--- src/rtl/wiper_if_pkg.sv ---
// Package: shared frame layout and opcode values for the dual wiper interface.
// Assumes a fixed 24-bit frame: opcode, address, data from MSB to LSB.
package wiper_if_pkg;

    localparam int FRAME_W = 24;
    localparam int OP_W    = 4;
    localparam int ADDR_W  = 4;
    localparam int DATA_W  = FRAME_W - OP_W - ADDR_W;

    typedef enum logic [OP_W-1:0] {
        OP_NOP         = 4'd0,
        OP_RESTORE_ONE = 4'd1,
        OP_SAVE_ONE    = 4'd2,
        OP_SET_BACKUP  = 4'd3,
        OP_RESTORE_ALL = 4'd8,
        OP_READ_BACKUP = 4'd9,
        OP_READ_WIPER  = 4'd10,
        OP_SET_WIPER   = 4'd11
    } op_e;

    typedef struct packed {
        logic [OP_W-1:0]   op;
        logic [ADDR_W-1:0] addr;
        logic [DATA_W-1:0] data;
    } frame_t;

endpackage

--- src/rtl/wiper_serial_shifter.sv ---
// Module: serial front end. Detects sclk and cs_n edges in the clk domain,
// shifts sdi into a frame register and counts bits in the frame, saturating
// at the counter maximum. The same register drives sdo from its MSB, which
// gives the one-frame delay used for chaining. A parallel load replaces it
// for readback. Assumes sclk, cs_n and sdi are synchronous to clk.
module wiper_serial_shifter #(
    parameter int FRAME_W = 24,
    parameter int CNT_W   = 6
) (
    input  logic               clk,
    input  logic               rst_n,
    input  logic               sclk,
    input  logic               cs_n,
    input  logic               sdi,
    input  logic               load_en,
    input  logic [FRAME_W-1:0] load_word,
    output logic [FRAME_W-1:0] frame_word,
    output logic [CNT_W-1:0]   bit_cnt,
    output logic               sclk_rise,
    output logic               cs_rise,
    output logic               sdo
);
    localparam logic [CNT_W-1:0] CNT_MAX = '1;

    logic               sclk_q;
    logic               cs_q;
    logic [FRAME_W-1:0] shreg;

    // Previous samples of the serial clock and the select, used for edge detection.
    always_ff @(posedge clk) begin
        if (!rst_n) begin
            sclk_q <= 1'b0;
            cs_q   <= 1'b1;
        end else begin
            sclk_q <= sclk;
            cs_q   <= cs_n;
        end
    end

    assign sclk_rise = sclk & ~sclk_q;
    assign cs_rise   = cs_n & ~cs_q;

    // Shift register: parallel load for readback, otherwise shift while selected.
    always_ff @(posedge clk) begin
        if (!rst_n) begin
            shreg <= '0;
        end else if (load_en) begin
            shreg <= load_word;
        end else if (!cs_n && sclk_rise) begin
            shreg <= {shreg[FRAME_W-2:0], sdi};
        end
    end

    // Bit counter: cleared while deselected, saturating count of shifted bits.
    always_ff @(posedge clk) begin
        if (!rst_n) begin
            bit_cnt <= '0;
        end else if (cs_n) begin
            bit_cnt <= '0;
        end else if (sclk_rise && bit_cnt != CNT_MAX) begin
            bit_cnt <= bit_cnt + 1'b1;
        end
    end

    assign frame_word = shreg;
    assign sdo        = shreg[FRAME_W-1];

endmodule

--- src/rtl/wiper_cmd_decoder.sv ---
// Module: combinational command decoder. It turns an accepted frame or an
// accepted preset strobe into per-channel update strobes, a readback request
// and a busy start. Write protection and address range are checked here.
// Assumes exec_valid and preset_go are one-cycle pulses that are already
// gated by ready; a frame in the same cycle takes priority over preset.
module wiper_cmd_decoder
    import wiper_if_pkg::*;
#(
    parameter int NCH   = 2,
    parameter int IDX_W = 1
) (
    input  frame_t           frame,
    input  logic             exec_valid,
    input  logic             preset_go,
    input  logic             wp_n,
    output logic [NCH-1:0]   wip_set,
    output logic [NCH-1:0]   wip_restore,
    output logic [NCH-1:0]   bk_save,
    output logic [NCH-1:0]   bk_set,
    output logic             rd_req,
    output logic             rd_from_bk,
    output logic [IDX_W-1:0] rd_idx,
    output logic             start_busy
);
    localparam logic [ADDR_W-1:0] NCH_A = ADDR_W'(NCH);

    logic addr_ok;

    assign addr_ok = (frame.addr < NCH_A);
    assign rd_idx  = frame.addr[IDX_W-1:0];

    // Decode: map one accepted event to its update strobes.
    always_comb begin
        wip_set     = '0;
        wip_restore = '0;
        bk_save     = '0;
        bk_set      = '0;
        rd_req      = 1'b0;
        rd_from_bk  = 1'b0;
        start_busy  = 1'b0;
        if (exec_valid) begin
            case (frame.op)
                OP_RESTORE_ONE: if (addr_ok) wip_restore[rd_idx] = 1'b1;
                OP_SAVE_ONE: if (addr_ok && wp_n) begin
                    bk_save[rd_idx] = 1'b1;
                    start_busy      = 1'b1;
                end
                OP_SET_BACKUP: if (addr_ok && wp_n) begin
                    bk_set[rd_idx] = 1'b1;
                    start_busy     = 1'b1;
                end
                OP_RESTORE_ALL: begin
                    wip_restore = '1;
                    start_busy  = 1'b1;
                end
                OP_READ_BACKUP: if (addr_ok) begin
                    rd_req     = 1'b1;
                    rd_from_bk = 1'b1;
                    start_busy = 1'b1;
                end
                OP_READ_WIPER: if (addr_ok) begin
                    rd_req     = 1'b1;
                    start_busy = 1'b1;
                end
                OP_SET_WIPER: if (addr_ok && wp_n) wip_set[rd_idx] = 1'b1;
                default: ;
            endcase
        end else if (preset_go) begin
            wip_restore = '1;
            start_busy  = 1'b1;
        end
    end

endmodule

--- src/rtl/wiper_bank.sv ---
// Module: per-channel live wiper and backup registers, both reset to midscale.
// A restore takes priority over a direct wiper write, and a save takes
// priority over a direct backup write. Assumes the decoder raises at most one
// strobe per register in any cycle.
module wiper_bank #(
    parameter int NCH = 2,
    parameter int WW  = 10
) (
    input  logic              clk,
    input  logic              rst_n,
    input  logic [NCH-1:0]    wip_set,
    input  logic [NCH-1:0]    wip_restore,
    input  logic [NCH-1:0]    bk_save,
    input  logic [NCH-1:0]    bk_set,
    input  logic [WW-1:0]     new_val,
    output logic [NCH*WW-1:0] wiper_flat,
    output logic [NCH*WW-1:0] backup_flat
);
    localparam logic [WW-1:0] MID = {1'b1, {(WW-1){1'b0}}};

    for (genvar c = 0; c < NCH; c++) begin : g_ch
        logic [WW-1:0] wip_q;
        logic [WW-1:0] bk_q;

        // Backup copy: capture the live wiper or a direct value.
        always_ff @(posedge clk) begin
            if (!rst_n) begin
                bk_q <= MID;
            end else if (bk_save[c]) begin
                bk_q <= wip_q;
            end else if (bk_set[c]) begin
                bk_q <= new_val;
            end
        end

        // Live wiper: reload from backup or take a direct value.
        always_ff @(posedge clk) begin
            if (!rst_n) begin
                wip_q <= MID;
            end else if (wip_restore[c]) begin
                wip_q <= bk_q;
            end else if (wip_set[c]) begin
                wip_q <= new_val;
            end
        end

        assign wiper_flat[c*WW +: WW]  = wip_q;
        assign backup_flat[c*WW +: WW] = bk_q;
    end

endmodule

--- src/rtl/wiper_busy_timer.sv ---
// Module: busy timer. A start pulse loads BUSY_CYCLES, and the count falls by
// one each clock. Ready is high only at zero, so it stays low for exactly
// BUSY_CYCLES clocks. Assumes BUSY_CYCLES >= 1 and that start arrives only
// while ready is high.
module wiper_busy_timer #(
    parameter int BUSY_CYCLES = 1000
) (
    input  logic clk,
    input  logic rst_n,
    input  logic start,
    output logic ready
);
    localparam int CW = $clog2(BUSY_CYCLES + 1);
    localparam logic [CW-1:0] LOAD = CW'(BUSY_CYCLES);

    logic [CW-1:0] cnt;

    // Countdown: load on start, decrement to zero.
    always_ff @(posedge clk) begin
        if (!rst_n) begin
            cnt <= '0;
        end else if (start) begin
            cnt <= LOAD;
        end else if (cnt != '0) begin
            cnt <= cnt - 1'b1;
        end
    end

    assign ready = (cnt == '0);

endmodule

--- src/rtl/dual_wiper_serial_if.sv ---
// Module: top of the dual wiper serial interface. It joins the serial front
// end, the decoder, the register bank and the busy timer. A frame is accepted
// on the clock where cs_n rises, provided exactly FRAME_W bits were shifted
// and ready is high. Assumes every input is synchronous to clk, that
// WW <= DATA_W, and that NCH <= 15.
module dual_wiper_serial_if
    import wiper_if_pkg::*;
#(
    parameter int NCH         = 2,
    parameter int WW          = 10,
    parameter int BUSY_CYCLES = 1000
) (
    input  logic              clk,
    input  logic              rst_n,
    input  logic              sclk,
    input  logic              cs_n,
    input  logic              sdi,
    input  logic              wp_n,
    input  logic              preset,
    output logic              sdo,
    output logic              ready,
    output logic [NCH*WW-1:0] wiper_pos
);
    localparam int CNT_W = $clog2(FRAME_W + 1) + 1;
    localparam int IDX_W = (NCH > 1) ? $clog2(NCH) : 1;
    localparam logic [CNT_W-1:0] FULL = CNT_W'(FRAME_W);

    logic [FRAME_W-1:0] frame_word;
    logic [FRAME_W-1:0] load_word;
    frame_t             frame;
    logic [CNT_W-1:0]   bit_cnt;
    logic               sclk_rise;
    logic               cs_rise;
    logic               preset_q;
    logic               preset_rise;
    logic               exec_valid;
    logic               preset_go;
    logic [NCH-1:0]     wip_set;
    logic [NCH-1:0]     wip_restore;
    logic [NCH-1:0]     bk_save;
    logic [NCH-1:0]     bk_set;
    logic               rd_req;
    logic               rd_from_bk;
    logic [IDX_W-1:0]   rd_idx;
    logic               start_busy;
    logic [NCH*WW-1:0]  wiper_flat;
    logic [NCH*WW-1:0]  backup_flat;
    logic [WW-1:0]      rd_val;

    wiper_serial_shifter #(
        .FRAME_W (FRAME_W),
        .CNT_W   (CNT_W)
    ) shifter_i (
        .clk        (clk),
        .rst_n      (rst_n),
        .sclk       (sclk),
        .cs_n       (cs_n),
        .sdi        (sdi),
        .load_en    (rd_req),
        .load_word  (load_word),
        .frame_word (frame_word),
        .bit_cnt    (bit_cnt),
        .sclk_rise  (sclk_rise),
        .cs_rise    (cs_rise),
        .sdo        (sdo)
    );

    assign frame = frame_t'(frame_word);

    // Preset edge detector; the reset value of 1 stops a strobe held high through reset from firing.
    always_ff @(posedge clk) begin
        if (!rst_n) begin
            preset_q <= 1'b1;
        end else begin
            preset_q <= preset;
        end
    end

    assign preset_rise = preset & ~preset_q;
    assign exec_valid  = cs_rise && (bit_cnt == FULL) && ready;
    assign preset_go   = preset_rise && ready;

    wiper_cmd_decoder #(
        .NCH   (NCH),
        .IDX_W (IDX_W)
    ) decoder_i (
        .frame       (frame),
        .exec_valid  (exec_valid),
        .preset_go   (preset_go),
        .wp_n        (wp_n),
        .wip_set     (wip_set),
        .wip_restore (wip_restore),
        .bk_save     (bk_save),
        .bk_set      (bk_set),
        .rd_req      (rd_req),
        .rd_from_bk  (rd_from_bk),
        .rd_idx      (rd_idx),
        .start_busy  (start_busy)
    );

    wiper_bank #(
        .NCH (NCH),
        .WW  (WW)
    ) bank_i (
        .clk         (clk),
        .rst_n       (rst_n),
        .wip_set     (wip_set),
        .wip_restore (wip_restore),
        .bk_save     (bk_save),
        .bk_set      (bk_set),
        .new_val     (frame.data[WW-1:0]),
        .wiper_flat  (wiper_flat),
        .backup_flat (backup_flat)
    );

    wiper_busy_timer #(
        .BUSY_CYCLES (BUSY_CYCLES)
    ) timer_i (
        .clk   (clk),
        .rst_n (rst_n),
        .start (start_busy),
        .ready (ready)
    );

    // Readback source: the addressed backup or live wiper, zero-extended to a frame.
    always_comb begin
        rd_val    = rd_from_bk ? backup_flat[rd_idx*WW +: WW] : wiper_flat[rd_idx*WW +: WW];
        load_word = {{(FRAME_W-WW){1'b0}}, rd_val};
    end

    assign wiper_pos = wiper_flat;

endmodule

--- config.mk ---
export PLATFORM = sky130hd
export DESIGN_NAME = dual_wiper_serial_if
export DESIGN_NICKNAME = d
export VERILOG_FILES = /design/src/rtl/wiper_if_pkg.sv /design/src/rtl/wiper_serial_shifter.sv /design/src/rtl/wiper_cmd_decoder.sv /design/src/rtl/wiper_bank.sv /design/src/rtl/wiper_busy_timer.sv /design/src/rtl/dual_wiper_serial_if.sv
export SDC_FILE = /design/constraint.sdc
export NUM_CORES = 1
export LEC_CHECK = 0
export CORE_ASPECT_RATIO = 2
export CORE_MARGIN = 3
export CORE_UTILIZATION = 50
export DETAILED_ROUTE_END_ITERATION = 8
export PLACE_DENSITY = 0.7
export SLEW_MARGIN = 0
export SYNTH_ARGS = -nofsm -noshare
export SYNTH_HDL_FRONTEND = slang
export SYNTH_SLANG_ARGS = --single-unit
--- constraint.sdc ---
create_clock -name clk -period 3.7 [get_ports clk]
set_input_delay 0.74 -clock clk [delete_from_list [all_inputs] [get_ports clk]]
set_output_delay 0.74 -clock clk [all_outputs]
set_load 0.01 [all_outputs]
=== Word-level counts from Yosys, hierarchy flattened ===
Index checks and enable logic that the tools add are counted.

* Bits in registers: 83
* Bits in latches: 0
* RAM bits: 0
* ROM bits: 0
* Bits of input ports: 7
* Output and inout port bits: 22
* Logic and storage cells: 92
* Memories: 0

* $add $sub $neg: 2
* $mul: 1
* Divide/modulo/power cells: 0
* Magnitude comparators: 3
* Eq/ne operators: 9
* Shift operators: 2
* Muxes and demuxes: 35
* Bitwise operators: 7
* Reductions and logical operators: 21

{| class="wikitable"
|+ Operators by type and width
! cell !! number
|-
| $mux W10 || 13
|-
| $shiftx A20 B6 Y10 || 2
|-
| $mux W2 || 10
|-
| $eq A4 B4 Y1 const B || 4
|-
| $reduce_bool A2 Y1 || 6
|-
| $logic_not A10 Y1 || 1
|-
| $reduce_bool A10 Y1 || 1
|-
| $reduce_or A2 Y1 || 5
|-
| $sub A10 B1 Y10 const B || 1
|-
| $mux W1 || 9
|-
| $eq A4 B2 Y1 const B || 2
|-
| $logic_and A1 B1 Y1 || 7
|-
| $add A6 B1 Y6 const B || 1
|-
| $eq A6 B5 Y1 const B || 1
|-
| $ne A6 B6 Y1 const B || 1
|-
| $eq A4 B1 Y1 const B || 1
|-
| $lt A4 B2 Y1 const B || 1
|-
| $mul A1 B3 Y4 const B || 1
|-
| $not A1 Y1 || 4
|-
| $pmux W2 S2 || 1
|-
| $and A1 B1 Y1 || 3
|-
| $pmux W1 S3 || 1
|-
| $lt A1 B2 Y1 const B || 1
|-
| $demux W1 S1 || 1
|-
| 2 further kinds || 2
|}

=== Depth between registers and ports, before layout ===
Gate-level depths: netlist of the first run.

* Word-level depth: 9
* Mapped depth: 10
* Mapped depth without buffers: 9

=== Modules after synthesis ===
Synthesis of the first run repeated with hierarchy kept, for this count alone.

* Cell total of the unflattened synthesis: 434
* Area, all modules: 4475.5 µm²

{| class="wikitable"
|+ Modules (own cells, without submodules)
! module !! instances !! cells an instance !! area an instance (µm²) !! sequential area each (µm²)
|-
| wiper_bank || 1 || 177 || 2015.7 || 800.8
|-
| wiper_serial_shifter || 1 || 147 || 1413.9 || 640.6
|-
| wiper_busy_timer || 1 || 57 || 518.0 || 200.2
|-
| dual_wiper_serial_if || 1 || 19 || 301.5 || 20.0
|-
| wiper_cmd_decoder || 1 || 34 || 226.5 || 0.0
|}

=== Worst setup path before layout of the first run ===
Ideal clock, no wire load.

* Path type: flip-flop to flip-flop
* Start: register timer_i.cnt[0]
* End: register shifter_i.shreg[4], in the netlist shifter_i.frame_word[4]
* Library setup time: 0.122 ns
* Data arrival time: 2.503 ns
* Data required time: 3.578 ns
* Slack: 1.075 ns
* Stages on the path, launching flop included: 11
* Path buffers: 2
* Period minus slack after synthesis: 2.625 ns
* Path through: dfxtp_1 inv_1 ha_1 or4b_1 or3_1 buf_6 or3_4 buf_6 mux2_4 o221ai_1 a21oi_1

* Word-level cells in the longest chain between the ends: 5
* Elaborated cells on any way between the ends: 7
* Those cells by class: mux: 4; reduce/logical: 3

{| class="wikitable"
|+ Ends and longest elaborated chain
! what !! RTL line !! text
|-
| start, declared || wiper_busy_timer.sv:16 || <nowiki>logic [CW-1:0] cnt;</nowiki>
|-
| start signal, assigned || wiper_busy_timer.sv:25 || <nowiki>cnt <= cnt - 1'b1;</nowiki>
|-
| $logic_not A10 Y1 * || wiper_busy_timer.sv:29 || <nowiki>assign ready = (cnt == '0);</nowiki>
|-
| $logic_and A1 B1 Y1 * || dual_wiper_serial_if.sv:80 || <nowiki>assign exec_valid = cs_rise && (bit_cnt == FULL) && ready;</nowiki>
|-
| $mux W1 || wiper_cmd_decoder.sv:41 || <nowiki>if (exec_valid) begin</nowiki>
|-
| $mux W10 || dual_wiper_serial_if.sv:127 || <nowiki>rd_val = rd_from_bk ? backup_flat[rd_idx*WW +: WW] : wiper_flat[rd_idx*WW +: WW];</nowiki>
|-
| $mux W10 || wiper_serial_shifter.sv:47 || <nowiki>end else if (load_en) begin</nowiki>
|-
| end signal, assigned || wiper_serial_shifter.sv:48 || <nowiki>shreg <= load_word;</nowiki>
|-
| end signal, assigned || wiper_serial_shifter.sv:50 || <nowiki>shreg <= {shreg[FRAME_W-2:0], sdi};</nowiki>
|-
| end, declared || wiper_serial_shifter.sv:27 || <nowiki>logic [FRAME_W-1:0] shreg;</nowiki>
|}

Every way passes the cells marked *; elsewhere a longest branch is shown, timed or not.
A chain may end at the register's enable or synchronous reset.

=== Worst setup path in the final report of the first run ===
* Start: register timer_i.cnt[0]
* End: output port ready

* Word-level cells in the longest chain between the ends: 1

{| class="wikitable"
|+ Ends and longest elaborated chain
! what !! RTL line !! text
|-
| $logic_not A10 Y1 || wiper_busy_timer.sv:29 ||
|-
| end, declared || dual_wiper_serial_if.sv:21 || <nowiki>output logic ready,</nowiki>
|}

Every way passes these cells.

==> impl_metrics.csv, run 1 <==
group,metric,value,unit
synth,synth_edf_count,0,
synth,ys.flop_type,"dfxtp_1",
critical_path,cp-start-kind,"flop",
floorplanning,rows,46,
critical_path,r2r-start,"timer_i.cnt[0]",
placed_design,place_congestion,0.928,
timing,setup_slack,0.343,ns
critical_path,path_buf_inv,3,
synth,syn-num-nets,487,
synth,ys_top_cells_by_area,"dfxtp_1 41%, mux2i_1 11%, nand2_1 6.1%",
critical_path,max_stage_delay,0.56,ns
placed_design,place_ws,0.510,ns
route,first_iter_violations,192,
placed_design,dpl.hpwl,7.18,mm
cts,cts_hold_buf,0,
critical_path,worstPathRequired,2.96,ns
cts,cts.sinks,83,
timing,finClkSkew,0.00397,ns
synth,ys_seq_area_share,40.6,%
timing,maxSlewViolCount,0,
floorplanning,die-area,9360,sq um
power_and_ir_drop,leakage,2.01,nW
power_and_ir_drop,peakVddDrop,0.310,mV
route,wl,10.2,mm
synth,syn_avg_cell_area,8.57,sq um
layout,layout-area-overhead-vs-synth,15.8,%
timing,tns,0,ns
timing,final-setup-viol-count,0,
grt,grt_pass1_wl,16.8,mm
power_and_ir_drop,power_density,500,nW/um^2
critical_path,critPathLaunch,"timer_i.cnt[0]",
floorplanning,chipHeight,134,um
flow_run,drv_cap,0,
grt,grt_max_degree,36,
route,drcViolationCount,0,
floorplanning,start_util,51.5,%
critical_path,critPathKind,"flop to output port",
grt,antenna_found_initial,0,
cts,cts_tree,"done",
route,routedWlPerCell,17.2,um
route,vias,3466,
layout,fin_nets,504,
timing,layout_min_cycle_time,3.36,ns
route,ant_nets,0,
layout,drive_gt1_share,9.62,%
synth,async_flop_share,0,%
hold_path,hold_path.class,"flop to flop",
critical_path,crit_family,"simple AND/OR/NAND/NOR gates",
synth,ys_ff_latch,83,
timing,max_slew_margin,62.0,%
cts,cts.clk_slew.worst_paths,0.06,ns
cts,clock_path_buffers,2,
cts,clk-insertion-delay-late,0.34,ns
timing,finalHoldViolations,0,
critical_path,end_kind,"output port",
synth,yosysTopAreaCell,"dfxtp_1",
floorplanning,core,7940,sq um
placed_design,io_buffers,28,
synth,synth_cell_types,42,
cts,cts-root-buf,"clkbuf_16",
grt,grt_pass1_vias,3429,
critical_path,crit_chain,"inv_1, ha_1, or4b_1, or3_1, inv_1, clkdlybuf4s50_1",
synth,synthCells,477,
timing,fin_crit_sh,90.7,%
cts,post_cts_buffers,0,
route,detail_route.first_pass.iterations,4,
layout,diodes,0,
route,viasPerCell,5.83,
grt,overflow,0,
synth,synth_top_area_share,40.6,%
critical_path,critPathMostFrequentCell,"inv_1",
critical_path,cp.arrival,2.62,ns
critical_path,critPathSlowestCell,"clkdlybuf4s50_1",
cts,cts_buffers,9,
run_status,status,"finished clean",
cts,cts_resized,0,
floorplanning,die_w,69.9,um
timing,worst_pin_slew,0.571,ns
timing,max_freq,298,MHz
synth,syn_area,4090,sq um
cts,cts_max_level,3,
synth,ys_top_cells_by_count,"83 x dfxtp_1, 66 x nand2_1, 49 x a21oi_1, 46 x mux2i_1, 38 x nor2_1",
floorplanning,ios,29,
synth,synth_most_common_cell,"dfxtp_1",
hold_path,min_from,"shifter_i.frame_word[14]",
synth,ys_warn_count,0,
grt,track_usage,23.0,%
timing,rsz0062_at_grt,"false",
critical_path,cp_max_fo,9,
## stage by stage
stage          hold WS [ns]  power (mW)  std cells  area (sq um)  utilization [%]
6_report              0.455        2.37        595          4730             59.6
2_1_floorplan         0.432        1.36        477          4090                -
3_3_place_gp          0.437        1.48        579          4440             55.9
4_1_cts               0.458        2.38        595          4730             59.6
5_1_grt               0.476        2.47        595          4730             59.6
3_5_place_dp          0.450        1.49        579          4440             55.9
## placed cells by master (no fill, tap or decap), types with 3 or more instances in the layout
cell type        instances
a21boi_0                 6
a21oi_1                 49
and2_1                   3
buf_4                   12
clkbuf_1                 3
clkbuf_16                9
clkdlybuf4s50_1         27
dfxtp_1                 83
ha_1                     3
inv_1                    5
mux2_2                   5
mux2_4                   5
mux2i_1                 46
nand2_1                 66
nand2b_1                 7
nand3_1                  4
nand4_1                  5
nor2_1                  38
nor2b_1                  7
nor3_1                   4
o211a_1                 18
o21a_1                   4
o21ai_0                 33
o21ai_1                  3
o221ai_1                 6
or2_2                    7
or3_1                    5
xnor2_1                  4
xor2_1                   6
## worst paths after layout
check,end,cells past startpoint,slack (ns)
worst max register to register,shifter_i.frame_word[4],8,0.89
worst max-delay path,ready,6,0.34
worst min register to register,shifter_i.frame_word[15],2,0.46
worst min-delay path,shifter_i.frame_word[15],2,0.46
## logic make-up (layout without fill, tap and decap cells)
logic type,Yosys count,after routing,synth area share (%)
buf+inv,39,61,4.07
xor+xnor,10,10,2.14
simple gates,161,161,18.6
compound gates,125,125,19.2
flops,83,83,40.6
fa+ha+maj,3,3,0.918
mux,56,56,14.5
## sequential cells by signal, indices dropped and copies added (netlist names)
signal / cells
shifter_i.cs_q: 1
bank_i.g_ch.bk_q: 20
shifter_i.bit_cnt: 6
preset_q: 1
shifter_i.sclk_q: 1
shifter_i.frame_word: 24
bank_i.g_ch.wip_q: 20
timer_i.cnt: 10
## power by group
part,internal [mW],switching [mW],leakage (nW)
Combinational,0.211,0.239,1.20
Sequential,0.960,0.0638,0.673
Clock,0.544,0.349,0.140
## tightest hold or removal path: stages (launching register included)
cell and delay [ns]:
dfxtp_1 0.31, nand2_1 0.05, a21oi_1 0.05
## routing by layer
metal / global-route usage, % / part of all wire, % / up-vias
li1: - / - / 1721
met1: 23.3 / 37 / 1636
met2: 41.8 / 54 / 78
met3: 3.45 / 3.3 / 31
met4: 16.5 / 5.7 / 0
met5: 0 / 0 / -
## cell type report
class,count,area (sq um)
clock inverters,3,46.3
well taps,96,120
flip-flops and latches,83,1660
clock buffers,13,250
repair buffers,40,365
fillers,708,3210
multi-input cells,355,2270
inverters,5,18.8
No activity file was read; power rests on OpenSTA's default activity.
==> inputs of run 2 (changes only) <==
--- a/config.mk
+++ b/config.mk
@@ -9,7 +9,7 @@
 export CORE_MARGIN = 3
 export CORE_UTILIZATION = 50
 export DETAILED_ROUTE_END_ITERATION = 8
-export PLACE_DENSITY = 0.7
+export DONT_BUFFER_PORTS = 1
 export SLEW_MARGIN = 0
 export SYNTH_ARGS = -nofsm -noshare
 export SYNTH_HDL_FRONTEND = slang
==> run 2 against run 1 <==
Against the previous run:
- fmax is 16% higher
- non-clock buffer count down 29
- register-to-register slack worse by 0.07 ns
- critical endpoint is now bank_i.g_ch[0].bk_q[3]
- via count decreased by 4.5%
- cell count decreased by 4.9%
- clock skew grew 0.00072 ns
- cell area fell by 6.1%
- routed wire length is essentially flat
- setup slack improved by 0.47 ns
==> impl_metrics.csv, run 2 (same netlist as run 1, synthesis figures left out) <==
group,metric,value,unit
placed_design,dpl.hpwl,7.11,mm
flow_run,drv_cap,0,
cts,cts_hold_buf,0,
power_and_ir_drop,power_density,514,nW/um^2
layout,fillers,740,
route,routedWlPerCell,18.1,um
route,ant_nets,0,
cts,cts_max_level,3,
hold_path,hold_end,"shifter_i.frame_word[12]",
layout,diodes,0,
run_status,status,"finished clean",
timing,fin_crit_sh,77.9,%
critical_path,reg2reg_depth,8,
grt,track_usage,22.6,%
grt,grt_pass1_wl,16.5,mm
critical_path,reg2reg_slack,0.82,ns
cts,cts.sinks,83,
grt,grt_max_degree,64,
grt,grt_pass1_vias,3267,
timing,tns,0,ns
placed_design,io_buffers,0,
hold_path,holdPathStages,2,
power_and_ir_drop,peakVddDrop,0.265,mV
layout,drive_gt1_share,9.57,%
layout,layout_common_cells,"83 x dfxtp_1, 66 x nand2_1, 49 x a21oi_1",
layout,final_common_cell,"dfxtp_1",
placed_design,place_congestion,0.823,
grt,overflow,0,
hold_path,min_from,"shifter_i.frame_word[11]",
layout,layout-area-overhead-vs-synth,8.72,%
floorplanning,chipHeight,134,um
floorplanning,ios,29,
cts,post_cts_buffers,0,
layout,fin_nets,475,
floorplanning,die-area,9360,sq um
route,wl,10.2,mm
timing,maxSlewViolCount,0,
cts,cts_resized,0,
critical_path,worstPathRequired,3.93,ns
floorplanning,start_util,51.5,%
layout,largest_reg_flops,24,
cts,clk-insertion-delay-late,0.34,ns
cts,cts-root-buf,"clkbuf_16",
timing,rsz0062_at_grt,"false",
power_and_ir_drop,power.total,2.28,mW
floorplanning,die_w,69.9,um
timing,max_slew_margin,33.3,%
cts,cts_tree,"done",
route,first_iter_violations,310,
critical_path,cp-start-kind,"flop",
route,drcViolationCount,0,
grt,antenna_found_initial,0,
cts,cts_buffers,9,
floorplanning,core,7940,sq um
route,vias,3311,
timing,finClkSkew,0.00468,ns
timing,worst_pin_slew,0.997,ns
cts,clock_path_buffers,2,
placed_design,dpl_cell_area,4160,sq um
cts,cts.clk_slew.worst_paths,0.05,ns
critical_path,r2r-start,"timer_i.cnt[0]",
timing,final-setup-viol-count,0,
critical_path,end_kind,"flop",
critical_path,cp_max_fo,19,
layout,postLayoutCellArea,4440,sq um
power_and_ir_drop,leakage,1.91,nW
hold_path,hold_path.class,"flop to flop",
floorplanning,rows,46,
route,detail_route.first_pass.iterations,5,
timing,hold_ws,0.453,ns
critical_path,critPathKind,"flop to flop",
timing,layout_min_cycle_time,2.88,ns
critical_path,cp.arrival,3.11,ns
timing,max_freq,347,MHz
timing,finalHoldViolations,0,
route,viasPerCell,5.85,
critical_path,worst_r2r_endpoint,"bank_i.g_ch[0].bk_q[3]",
==> run 2: cell types whose count changed in the layout (fill, tap and decap cells not counted), sizes merged <==
cell / previous run / this run
clkbuf: 13 / 14
buf: 13 / 11
clkdlybuf4s50: 27 / 0
inv: 6 / 5
clkinv: 0 / 1
clkinvlp: 1 / 0
==> run 2: layout make-up <==
class	instances	area [sq um]	area share, %
flip-flops and latches	83	1660	37.4
clock buffers	14	254	5.72
well taps	96	120	2.70
inverters	5	18.8	0.422
clock inverters	2	35.0	0.788
multi-input cells	355	2270	51.1
repair buffers	11	82.6	1.86
==> run 2: worst max path at each step <==
| stage | depth (start not counted) | start | slack, ns | endpoint |
|---|---|---|---|---|
| 2_1_floorplan | 10 | timer_i.cnt[0] | 1.08 | shifter_i.frame_word[4] |
| 3_3_place_gp | 8 | timer_i.cnt[0] | 0.85 | bank_i.g_ch[0].bk_q[3] |
| 3_5_place_dp | 8 | timer_i.cnt[0] | 0.84 | bank_i.g_ch[0].bk_q[3] |
| 4_1_cts | 8 | timer_i.cnt[0] | 0.83 | bank_i.g_ch[0].bk_q[3] |
| 5_1_grt | 8 | timer_i.cnt[0] | 0.51 | bank_i.g_ch[0].bk_q[3] |
| 6_report | 8 | timer_i.cnt[0] | 0.82 | bank_i.g_ch[0].bk_q[3] |
==> run 2: power by group <==
part / internal (mW) / switching (mW) / leakage, nW
sequential: 0.960 / 0.0732 / 0.673
combinational: 0.166 / 0.211 / 1.09
clock: 0.541 / 0.332 / 0.141
==> run 2: per-stage QoR <==
step	utilization, %	instances	setup WS (ns)
6_report	56.0	566	0.818
5_1_grt	56.0	566	0.511
4_1_cts	56.0	566	0.828
2_1_floorplan	-	477	1.08
3_5_place_dp	52.3	550	0.838
3_3_place_gp	52.3	550	0.845
==> run 2: metal layers <==
layer  vias up  GRT usage (%)  share of wire (%)
met1      1559           22.7                 36
met4         0           13.0                4.3
met2        69           42.1                 56
met5         -              0                  0
li1       1658              -                  -
met3        25           4.20                3.9
==> run 2: critical path: stages (launching register included) <==
cell and delay [ns]:
dfxtp_1 0.30, inv_1 0.08, ha_1 0.20, or4b_1 0.46, or4_1 0.58, nor3_1 0.28, and2_1 0.60, nand2_1 0.11
o211a_1 0.15
